<file path="config.mk">
export PLATFORM = sky130hd
export DESIGN_NAME = tlb_walker
export DESIGN_NICKNAME = d
export VERILOG_FILES = /design/src/rtl/tlbw_pkg.sv /design/src/rtl/tlbw_cam.sv /design/src/rtl/tlbw_victim.sv /design/src/rtl/tlbw_perm.sv /design/src/rtl/tlb_walker.sv
export SDC_FILE = /design/constraint.sdc
export NUM_CORES = 1
export LEC_CHECK = 0
export ABC_AREA = 1
export BUFFER_PORTS_ARGS = -buffer_cell sky130_fd_sc_hd__buf_2
export CAP_MARGIN = 20
export CORE_ASPECT_RATIO = 1.75
export CORE_MARGIN = 4
export CORE_UTILIZATION = 35
export CTS_CLUSTER_SIZE = 16
export DETAILED_ROUTE_END_ITERATION = 10
export HOLD_SLACK_MARGIN = 0.12
export PLACE_DENSITY = 0.6
export SETUP_SLACK_MARGIN = 0.1
export SLEW_MARGIN = 20
export SYNTH_ARGS = -nofsm -noshare
export SYNTH_HDL_FRONTEND = slang
export SYNTH_SLANG_ARGS = --single-unit
export TNS_END_PERCENT = 20
</file>
<file path="constraint.sdc">
create_clock -name clk -period 4.45 [get_ports clk]
set_input_delay 0.2225 -clock clk [delete_from_list [all_inputs] [get_ports clk]]
set_output_delay 0.2225 -clock clk [all_outputs]
set_load 0.01 [all_outputs]
</file>
<file path="src/rtl/tlbw_pkg.sv">
package tlbw_pkg;
   typedef enum logic [1:0] {
      ACC_FETCH = 2'd0,
      ACC_LOAD  = 2'd1,
      ACC_STORE = 2'd2,
      ACC_ALT   = 2'd3
   } acc_e;

   typedef enum logic [1:0] {
      FLT_NONE = 2'd0,
      FLT_PAGE = 2'd1,
      FLT_PROT = 2'd2
   } flt_e;

   typedef enum logic [2:0] {
      ST_IDLE, ST_LOOK, ST_RD, ST_WAIT, ST_WB, ST_RESP
   } st_e;

   // bit positions inside a page table entry
   localparam int PTE_V = 0;
   localparam int PTE_R = 1;
   localparam int PTE_W = 2;
   localparam int PTE_X = 3;
   localparam int PTE_D = 4;

   typedef struct packed {
      logic d;
      logic x;
      logic w;
      logic r;
   } perm_t;
endpackage

</file>
<file path="src/rtl/tlbw_cam.sv">
module tlbw_cam
   import tlbw_pkg::*;
#(
   parameter int ENTRIES = 8,
   parameter int VPN_W   = 20,
   parameter int PPN_W   = 20,
   localparam int IDX_W  = $clog2(ENTRIES)
) (
   input  logic             clk,
   input  logic             rst_n,
   input  logic             flush,
   input  logic [VPN_W-1:0] lk_vpn,
   output logic             hit,
   output logic [IDX_W-1:0] hit_idx,
   output logic [PPN_W-1:0] hit_ppn,
   output perm_t            hit_perm,
   input  logic             ins_en,
   input  logic [IDX_W-1:0] ins_idx,
   input  logic [VPN_W-1:0] ins_vpn,
   input  logic [PPN_W-1:0] ins_ppn,
   input  perm_t            ins_perm,
   input  logic             dirty_en,
   input  logic [IDX_W-1:0] dirty_idx,
   input  logic [IDX_W-1:0] rd_idx,
   output logic [VPN_W-1:0] rd_vpn,
   output logic [PPN_W-1:0] rd_ppn,
   output perm_t            rd_perm,
   output logic [ENTRIES-1:0] vld_vec
);
   logic [ENTRIES-1:0] vld_q;
   logic [VPN_W-1:0]   vpn_q  [ENTRIES];
   logic [PPN_W-1:0]   ppn_q  [ENTRIES];
   perm_t              perm_q [ENTRIES];
   logic [ENTRIES-1:0] match;

   for (genvar g = 0; g < ENTRIES; g++) begin : g_match
      assign match[g] = vld_q[g] && (vpn_q[g] == lk_vpn);
   end

   always_comb begin
      hit_idx = '0;
      for (int i = 0; i < ENTRIES; i++)
         if (match[i]) hit_idx = IDX_W'(i);
   end

   assign hit      = |match;
   assign hit_ppn  = ppn_q[hit_idx];
   assign hit_perm = perm_q[hit_idx];
   assign rd_vpn   = vpn_q[rd_idx];
   assign rd_ppn   = ppn_q[rd_idx];
   assign rd_perm  = perm_q[rd_idx];
   assign vld_vec  = vld_q;

   always_ff @(posedge clk) begin
      if (!rst_n)          vld_q <= '0;
      else if (flush)      vld_q <= '0;
      else if (ins_en)     vld_q[ins_idx] <= 1'b1;
   end

   always_ff @(posedge clk) begin
      if (ins_en) begin
         vpn_q[ins_idx]  <= ins_vpn;
         ppn_q[ins_idx]  <= ins_ppn;
         perm_q[ins_idx] <= ins_perm;
      end else if (dirty_en) begin
         perm_q[dirty_idx].d <= 1'b1;
      end
   end
endmodule

</file>
<file path="src/rtl/tlbw_victim.sv">
module tlbw_victim #(
   parameter int ENTRIES = 8,
   localparam int IDX_W  = $clog2(ENTRIES)
) (
   input  logic               clk,
   input  logic               rst_n,
   input  logic [ENTRIES-1:0] vld_vec,
   input  logic               take,
   output logic [IDX_W-1:0]   victim_idx
);
   logic [IDX_W-1:0] rr_q;
   logic [IDX_W-1:0] rr_nxt;
   logic             found;

   if (ENTRIES < 2) begin : g_bad_entries
      $error("tlbw_victim needs at least two entries");
   end

   if ((1 << IDX_W) == ENTRIES) begin : g_wrap_pow2
      assign rr_nxt = rr_q + 1'b1;
   end else begin : g_wrap_cmp
      assign rr_nxt = (rr_q == IDX_W'(ENTRIES - 1)) ? '0 : rr_q + 1'b1;
   end

   always_comb begin
      victim_idx = rr_q;
      found      = 1'b0;
      for (int i = 0; i < ENTRIES; i++) begin
         if (!found && !vld_vec[i]) begin
            victim_idx = IDX_W'(i);
            found      = 1'b1;
         end
      end
   end

   always_ff @(posedge clk) begin
      if (!rst_n)                 rr_q <= '0;
      else if (take && &vld_vec)  rr_q <= rr_nxt;
   end
endmodule

</file>
<file path="src/rtl/tlbw_perm.sv">
module tlbw_perm
   import tlbw_pkg::*;
(
   input  acc_e  kind,
   input  perm_t perm,
   output logic  allow
);
   always_comb begin
      unique case (kind)
         ACC_FETCH: allow = perm.x;
         ACC_STORE: allow = perm.w;
         default:   allow = perm.r;
      endcase
   end
endmodule

</file>
<file path="src/rtl/tlb_walker.sv">
module tlb_walker
   import tlbw_pkg::*;
#(
   parameter int VA_W      = 32,
   parameter int PAGE_BITS = 12,
   parameter int ENTRIES   = 8,
   parameter int PTE_SHIFT = 2
) (
   input  logic            clk,
   input  logic            rst_n,
   input  logic            flush,
   input  logic [VA_W-1:0] pt_base,
   input  logic            req_valid,
   output logic            req_ready,
   input  logic [VA_W-1:0] req_vaddr,
   input  logic [1:0]      req_kind,
   output logic            rsp_valid,
   input  logic            rsp_ready,
   output logic [VA_W-1:0] rsp_paddr,
   output logic [1:0]      rsp_fault,
   output logic            mem_req_valid,
   input  logic            mem_req_ready,
   output logic            mem_req_write,
   output logic [VA_W-1:0] mem_req_addr,
   output logic [VA_W-1:0] mem_req_wdata,
   input  logic            mem_rsp_valid,
   input  logic [VA_W-1:0] mem_rsp_data
);
   localparam int VPN_W = VA_W - PAGE_BITS;
   localparam int IDX_W = $clog2(ENTRIES);

   if (PAGE_BITS <= PTE_D) begin : g_bad_page
      $error("PAGE_BITS must leave room for the entry flag bits");
   end
   if (VPN_W < 1) begin : g_bad_width
      $error("VA_W must exceed PAGE_BITS");
   end

   st_e              st_q;
   logic [VA_W-1:0]  va_q;
   acc_e             kind_q;
   logic [VA_W-1:0]  pte_q;
   logic [IDX_W-1:0] vic_q;
   logic [VA_W-1:0]  paddr_q;
   flt_e             fault_q;
   logic [VA_W-1:0]  wb_addr_q;
   logic [VA_W-1:0]  wb_data_q;

   logic             hit;
   logic [IDX_W-1:0] hit_idx;
   logic [VPN_W-1:0] hit_ppn;
   perm_t            hit_perm;
   logic             allow;
   logic             ins_en;
   logic [IDX_W-1:0] ins_idx;
   logic [VA_W-1:0]  ins_pte;
   perm_t            ins_perm;
   logic             dirty_en;
   logic [IDX_W-1:0] victim_idx;
   logic [VPN_W-1:0] rd_vpn;
   logic [VPN_W-1:0] rd_ppn;
   perm_t            rd_perm;
   logic [ENTRIES-1:0] vld_vec;
   logic [VPN_W-1:0] va_vpn;
   logic [VA_W-1:0]  walk_addr;
   logic             in_look;
   logic             in_wait;

   assign va_vpn    = va_q[VA_W-1:PAGE_BITS];
   assign walk_addr = pt_base + (VA_W'(va_vpn) << PTE_SHIFT);
   assign in_look   = (st_q == ST_LOOK);
   assign in_wait   = (st_q == ST_WAIT);

   assign ins_pte  = (st_q == ST_WB) ? pte_q : mem_rsp_data;
   assign ins_idx  = (st_q == ST_WB) ? vic_q : victim_idx;
   assign ins_perm = '{d: ins_pte[PTE_D], x: ins_pte[PTE_X],
                       w: ins_pte[PTE_W], r: ins_pte[PTE_R]};
   assign ins_en   = (in_wait && mem_rsp_valid && mem_rsp_data[PTE_V] &&
                      !(vld_vec[victim_idx] && rd_perm.d)) ||
                     (st_q == ST_WB && mem_req_ready);
   assign dirty_en = in_look && hit && allow && (kind_q == ACC_STORE);

   tlbw_cam #(.ENTRIES(ENTRIES), .VPN_W(VPN_W), .PPN_W(VPN_W)) i_cam (
      .clk(clk), .rst_n(rst_n), .flush(flush),
      .lk_vpn(va_vpn), .hit(hit), .hit_idx(hit_idx), .hit_ppn(hit_ppn),
      .hit_perm(hit_perm),
      .ins_en(ins_en), .ins_idx(ins_idx), .ins_vpn(va_vpn),
      .ins_ppn(ins_pte[VA_W-1:PAGE_BITS]), .ins_perm(ins_perm),
      .dirty_en(dirty_en), .dirty_idx(hit_idx),
      .rd_idx(victim_idx), .rd_vpn(rd_vpn), .rd_ppn(rd_ppn), .rd_perm(rd_perm),
      .vld_vec(vld_vec)
   );

   tlbw_victim #(.ENTRIES(ENTRIES)) i_victim (
      .clk(clk), .rst_n(rst_n), .vld_vec(vld_vec), .take(ins_en),
      .victim_idx(victim_idx)
   );

   tlbw_perm i_perm (.kind(kind_q), .perm(hit_perm), .allow(allow));

   always_ff @(posedge clk) begin
      if (!rst_n) begin
         st_q      <= ST_IDLE;
         va_q      <= '0;
         kind_q    <= ACC_LOAD;
         pte_q     <= '0;
         vic_q     <= '0;
         paddr_q   <= '0;
         fault_q   <= FLT_NONE;
         wb_addr_q <= '0;
         wb_data_q <= '0;
      end else begin
         unique case (st_q)
            ST_IDLE: if (req_valid) begin
               va_q   <= req_vaddr;
               kind_q <= acc_e'(req_kind);
               st_q   <= ST_LOOK;
            end
            ST_LOOK: if (hit) begin
               fault_q <= allow ? FLT_NONE : FLT_PROT;
               paddr_q <= allow ? {hit_ppn, va_q[PAGE_BITS-1:0]} : '0;
               st_q    <= ST_RESP;
            end else begin
               st_q <= ST_RD;
            end
            ST_RD: if (mem_req_ready) st_q <= ST_WAIT;
            ST_WAIT: if (mem_rsp_valid) begin
               pte_q <= mem_rsp_data;
               vic_q <= victim_idx;
               if (!mem_rsp_data[PTE_V]) begin
                  fault_q <= FLT_PAGE;
                  paddr_q <= '0;
                  st_q    <= ST_RESP;
               end else if (vld_vec[victim_idx] && rd_perm.d) begin
                  wb_addr_q <= pt_base + (VA_W'(rd_vpn) << PTE_SHIFT);
                  wb_data_q <= {rd_ppn, {(PAGE_BITS-PTE_D-1){1'b0}}, 1'b1,
                                rd_perm.x, rd_perm.w, rd_perm.r, 1'b1};
                  st_q      <= ST_WB;
               end else begin
                  st_q <= ST_LOOK;
               end
            end
            ST_WB: if (mem_req_ready) st_q <= ST_LOOK;
            ST_RESP: if (rsp_ready) st_q <= ST_IDLE;
            default: st_q <= ST_IDLE;
         endcase
      end
   end

   assign req_ready     = (st_q == ST_IDLE);
   assign rsp_valid     = (st_q == ST_RESP);
   assign rsp_paddr     = paddr_q;
   assign rsp_fault     = fault_q;
   assign mem_req_valid = (st_q == ST_RD) || (st_q == ST_WB);
   assign mem_req_write = (st_q == ST_WB);
   assign mem_req_addr  = (st_q == ST_WB) ? wb_addr_q : walk_addr;
   assign mem_req_wdata = wb_data_q;
endmodule

</file>
== Yosys cells after proc, flatten, opt, wreduce, memory -nomap -nowiden ==
Memory sizes are Yosys's and may differ from the RTL's. A register that Yosys moved wholly into a read port is not among the register bits.
Cells that the tools add are included.
Word-level totals
  register bits: 174
  latch bits: 0
  memory bits (writable): 352
  memory bits (read-only): 0
  input port bits: 105
  output and inout bits: 102
  memories kept: 3
Memories
  i_cam.ppn_q: words 8, width 20, rd ports 2, clocked after memory_dff 1, write ports 1, RTL line tlbw_cam.sv:32  | logic [PPN_W-1:0] ppn_q [ENTRIES];
  i_cam.vpn_q: words 8, width 20, rd ports 9, clocked after memory_dff 0, write ports 1, RTL line tlbw_cam.sv:31  | logic [VPN_W-1:0] vpn_q [ENTRIES];
  i_cam.perm_q: words 8, width 4, rd ports 2, clocked after memory_dff 0, write ports 1, RTL line tlbw_cam.sv:33  | perm_t perm_q [ENTRIES];
Operators by class
  add/sub/neg operators: 3
  multiply operators: 0
  div/mod/pow operators: 0
  order comparisons: 3
  equality and inequality tests: 21
  shifts and indexed selects: 0
  multiplexer cells: 57
  bitwise logic cells: 2
  reductions and logical operators: 54
Operators by type and width (count)
  32-bit two-way mux: 6
  20-bit == test: 8
  3-bit two-way mux: 22
  32-bit by 22-bit adder with 32-bit output: 2
  32-bit one-hot mux with 2 select lines: 1
  1-bit logical AND: 25
  3-bit one-hot mux with 6 select lines: 1
  1-bit zero test: 15
  1-bit two-way mux: 15
  2-bit two-way mux: 7
  2-bit inequality test (second input constant): 6
  3-bit by 4-bit < comparator with 1-bit output (second input constant): 2
  8-bit bitwise OR: 1
  4-bit AND reduction: 2
  8-bit AND reduction: 1
  8-bit OR reduction: 1
  3-bit by 2-bit == test with 1-bit output (second input constant): 2
  3-bit == test (second input constant): 2
  5-bit AND reduction: 1
  4-bit two-way mux: 1
  2-bit one-hot mux with 2 select lines: 1
  2-bit AND reduction: 2
  4-bit OR reduction: 1
  3-bit by 1-bit adder with 3-bit output (second input constant): 1
  13 further kinds: 14

== Longest topological paths before layout ==
  depth after elaboration: 31
  gate-level depth with buffers: 36
  mapped depth without buffers: 32

== Hierarchy ==
Synthesis repeated with hierarchy kept, for this count alone.
Unflattened totals
  cell total of the unflattened synthesis: 4125
  area, all modules: 30600.6 um2
By module, submodules not included
  tlbw_cam: times used 1, cells each 2417, area each 20353.3 um2
  tlb_walker: times used 1, cells each 1654, area each 9939.5 um2
  tlbw_victim: times used 1, cells each 48, area each 282.8 um2
  tlbw_perm: times used 1, cells each 6, area each 25.0 um2

== Least setup slack after synthesis ==
No wires, ideal clock.
  path kind: register to register
  from: register i_cam.vld_q[1], in the netlist i_cam.vld_vec[1]
  to: register wb_addr_q[30]
  setup time: 117 ps
  arrival time: 4269 ps
  required time: 4333 ps
  path slack: 64 ps
  cell stages (with the launch flop): 36
  path buffers: 3
  clock period less this slack: 4386 ps
  cell sequence: dfxtp_1 nand2_1 inv_1 nand3_1 inv_1 nand3_1 o21ai_1 nand2_1 nand2_1 clkbuf_1 clkbuf_1 clkbuf_1 nand2_1 o211ai_1 nand3_1 o21ai_0 ha_1 fa_1 a21oi_1 o21ai_0 nand3_1 nand2_1 nand3_1 nand2_1 nand3_1 nand2_1 nand4_1 nand2_1 nand2_1 o211ai_1 nand2_1 nand2_1 nand2_1 xor2_1 nor2_1 nor2_1
On the way
  cells in the longest elaborated chain, start to end: 25
  elaborated cells between the ends (all ways): 34
Ends and longest elaborated chain
  start, declared: RTL line tlbw_cam.sv:30  | logic [ENTRIES-1:0] vld_q;
  start signal, assigned: RTL line tlbw_cam.sv:55  | if (!rst_n) vld_q <= '0;
  start signal, assigned: RTL line tlbw_cam.sv:56  | else if (flush) vld_q <= '0;
  start signal, assigned by index: RTL line tlbw_cam.sv:57  | else if (ins_en) vld_q[ins_idx] <= 1'b1;
  branches (longest 25 deep; another with 1-bit zero test)
  end signal, assigned: RTL line tlb_walker.sv:135  | wb_addr_q <= pt_base + (VA_W'(rd_vpn) << PTE_SHIFT);
  end, declared: RTL line tlb_walker.sv:46  | logic [VA_W-1:0] wb_addr_q;
Parallel ways; which one is timed is not known. The select of a mux whose other input is x is not followed.
A chain may end at the register's enable or synchronous reset.

== Worst setup path after layout ==
  from: register i_cam.vld_q[1], in the netlist i_cam.vld_vec[1]
  to: register wb_addr_q[28]
The elaborated chain is that of the path after synthesis.

==> qor.yml <==
global_route:
  grt_pass1_vias: 25500
  antenna_found_initial: 2
  grt_pass1_wl_mm: 160
  track_usage_pct: 24.8
  grt_max_degree: 85
  overflow: 0
logic_synthesis:
  synthAdderAreaFrac_pct: 1.98
  synth_ff_type: "edfxtp_1"
  synthArstFlopShare_pct: 0
  yosys_warnings: 0
  synth_compound_area_share_pct: 18.3
  synth_edf_count: 352
  ys_seq_area_share_pct: 49.6
  synth_top_cell_by_area: "edfxtp_1"
  syn_area_per_cell_um2: 8.26
  yosys.area_share.simple_pct: 20.0
  yosys.area.top_type_share_pct: 37.8
  synthCells: 3387
  synthMuxAreaShare_pct: 0
  synthXorXnorAreaFrac_pct: 2.63
  synth_area_um2: 28000
  synth_area_leaders: "edfxtp_1, dfxtp_1, nand2_1, o21ai_0, a21oi_1"
  synth_cell_types: 51
  synth_top_family_by_area: "simple AND/OR/NAND/NOR gates"
  ys_ff_latch: 517
power_and_ir_drop:
  sw_frac_of_total_pct: 30.9
  p_per_area_nw_per_um2: 376
  combPwrFrac_pct: 21.0
  vdd_drop_max_uv: 381
  clock_power_share_pct: 36.1
  internal-power_mw: 8.74
  seqPwrFrac_pct: 42.9
  finalPower_mw: 12.6
  p_sw_mw: 3.91
  power_leakage_nw: 13.6
sta:
  fin_crit_ns: 4.11
  post-route-period-util_pct: 92.4
  clock_skew_ns: 0.0592
  final.setup.worst_slack_ns: 0.338
  fmax_mhz: 243
  hold_viol_final: 0
  rsz0062_at_grt: "yes"
  setup_tns_ns: 0
  finalSetupViolations: 0
  maxSlewViolCount: 0
  worst_pin_slew_ns: 1.05
  slew_headroom_pct: 29.5
worst_setup_path:
  critPathMaxFanout: 34
  crit_required_ns: 5.03
  reg2reg_to: "wb_addr_q[28]$_SDFFE_PN0P_"
  cpMostUsedCell: "nand2_1"
  reg2reg_slack_ns: 0.34
  r2r_cells: 31
  cp_slowest_cell: "dfxtp_1"
  worstPathArrival_ns: 4.69
  r2r-start: "i_cam.vld_vec[1]$_SDFFE_PP0N_"
  start_kind: "flip-flop"
  worstSetupEndpointType: "flip-flop"
  critical_path_class: "reg2reg"
  max_stage_delay_ns: 0.34
hold_path:
  hold_start: "pt_base[15]"
  whs_path_depth: 4
  hold_end: "wb_addr_q[15]$_SDFFE_PN0P_"
  hold_class: "in2reg"
die:
  dieArea_um2: 84700
  die_width_um: 222
  rows: 136
  io_pins: 207
  start_util_pct: 35.4
  core_um2: 79000
  fp.dieH_um: 382
layout:
  final_util_pct: 42.6
  finalNetCount: 3846
  syn2layout_area_growth_pct: 20.2
  drive_gt1_share_pct: 14.7
  fin_area_um2: 33600
  final.fill_count: 7950
placement:
  dp_hpwl_mm: 78.7
  gp_congestion: 0.995
  dpl_cell_area_um2: 30600
  io_buffers: 192
  dpl_worst_slack_ns: -0.0836
drt:
  num_vias: 26200
  ant_nets: 0
  totalWireLength_mm: 109
  drt-pass1-iter-count: 6
  drt_drc_violations_left: 0
  drt-wirelength-per-cell_um: 22.9
  routed_via_density: 5.48
  drtIter0Drc: 2401
clock_tree:
  cts_root_buffer: "clkbuf_16"
  h-tree-depth: 2
  cts_tree: "yes"
  clk_path_buf_depth: 3
  path_clk_slew_ns: 0.07
  clock_sinks: 517
  clock_latency_ns: 0.65
  cts_buffers: 51
outcome:
  status: "finished, final reports clean"
run:
  drv_cap: 0
[cell families (layout without fill, tap and decap cells)]
logic type                 Yosys count  count (layout)
DFF                                517             517
buffers and inverters              499             845
other                                1              10
adders and majority gates           43              43
xor gates and xnor gates            84              84
and+or+nand+nor                   1342            1343
AOI/OAI and AO/OA                  901             901
[power groups by stage]
stage | Clock (mW) | Sequential, mW | Combinational, mW
after floorplan | 0 | 5.52 | 1.46
after global placement | 0 | 5.53 | 2.49
after detailed placement | 0 | 5.53 | 2.50
after CTS | 4.63 | 5.43 | 2.60
after global routing | 4.83 | 5.44 | 2.86
final | 4.56 | 5.43 | 2.66
[Yosys cell counts (5+ instances only)]
cell        n
buf_4      27
edfxtp_1  352
xor2_1     32
a21oi_1   238
nand4_1    50
xnor2_1    52
o21ai_0   398
nor3_1     33
o21a_1     28
o221ai_1    5
buf_1      16
nand2_1   756
clkbuf_1  111
a211oi_1    6
dfxtp_1   165
buf_6       5
and3_1      5
or2_2       9
inv_1     277
buf_2      42
nor2_1    291
a32o_1     24
o22ai_1    59
nand3_1   145
nand3b_1    7
inv_2      16
nor4_1     18
a31oi_1    39
nand2_2    15
ha_1       41
a21oi_2    11
o211ai_1   72
[layout by cell type (no fill, tap or decap), types with 6 or more instances in the layout]
cell	count
nand3_2	8
xor2_1	32
a211oi_1	6
a21oi_2	13
dfxtp_1	161
inv_4	7
clkbuf_1	14
o21a_1	28
inv_1	265
clkbuf_16	52
o22ai_1	59
nand4_1	50
conb_1	7
ha_1	39
xnor2_1	52
a32o_1	24
buf_2	192
nor4_1	18
nor3_1	33
inv_2	25
o21ai_2	6
nand3_1	141
nor2_2	6
o21ai_1	11
nor2_1	285
o211ai_1	72
buf_12	9
nand2_2	23
edfxtp_1	352
or2_2	9
o21ai_0	385
dlygate4sd3_1	96
a31oi_1	36
buf_4	151
nand2_1	747
a21oi_1	236
nand3b_1	7
[per-layer routing]
metal  track usage (%)  part of all wire [%]
met1              25.9                    35
met2              44.8                    50
met3              2.72                   5.1
met4              19.6                   9.8
met5                 0                     0
[stage by stage]
step                std cells  hold WS [ns]
floorplan                3393         0.336
global placement         4571         0.434
detailed placement       4571         0.441
CTS                      4767         0.129
global route             4777         0.171
finish                   4778         0.164
[flip-flops by register name (all words and copies together), names as in the netlist]
name and flops:
kind_q 2, vic_q 3, rsp_fault 2, i_cam.vld_vec 8, i_victim.rr_q 3, i_cam.vpn_q 160, i_cam.ppn_q 160, wb_addr_q 32
rsp_paddr 32, i_cam.perm_q 32, mem_req_wdata 24, st_q 3, va_q 32, pte_q 24
[how the worst max path moves through the flow]
stage                                   from                          to  slack [ns]
6_report       i_cam.vld_vec[1]$_SDFFE_PP0N_  wb_addr_q[28]$_SDFFE_PN0P_        0.34
5_1_grt        i_cam.vld_vec[1]$_SDFFE_PP0N_  wb_addr_q[22]$_SDFFE_PN0P_        0.06
4_1_cts                va_q[14]$_SDFFE_PN0P_            mem_req_addr[25]        0.05
3_5_place_dp   i_cam.vld_vec[4]$_SDFFE_PP0N_  wb_addr_q[31]$_SDFFE_PN0P_       -0.08
3_3_place_gp   i_cam.vld_vec[4]$_SDFFE_PP0N_  wb_addr_q[31]$_SDFFE_PN0P_        0.02
2_1_floorplan  i_cam.vld_vec[1]$_SDFFE_PP0N_  wb_addr_q[31]$_SDFFE_PN0P_         0.1
[area by class of cell]
class | count | area, um^2 | share of cell area [%]
Timing Repair Buffer | 452 | 3320 | 9.88
Sequential cell | 517 | 13900 | 41.3
Antenna cell | 3 | 7.51 | 0.0223
Clock inverter | 23 | 332 | 0.986
Tap cell | 1035 | 1290 | 3.85
Multi-Input combinational cell | 2378 | 12200 | 36.4
Inverter | 298 | 1140 | 3.39
Clock buffer | 72 | 1410 | 4.20
[worst max-delay path, delay by kind of cell, from the launching register on]
family	cells	cell delay, ns
compound gates	6	0.87
fa+ha+maj	1	0.34
buf+inv	7	0.92
flops	1	0.34
simple gates	17	1.57
[repair_timing]
action	CTS	global route
cloned	1	1
pin swaps	1	7
hold buffers	96	0
setup buffers	4	7
hold endpoints to repair	111	0
resized for setup	8	45
setup endpoints to repair	15	129
Note: power is estimated with default switching activity, not from simulation.
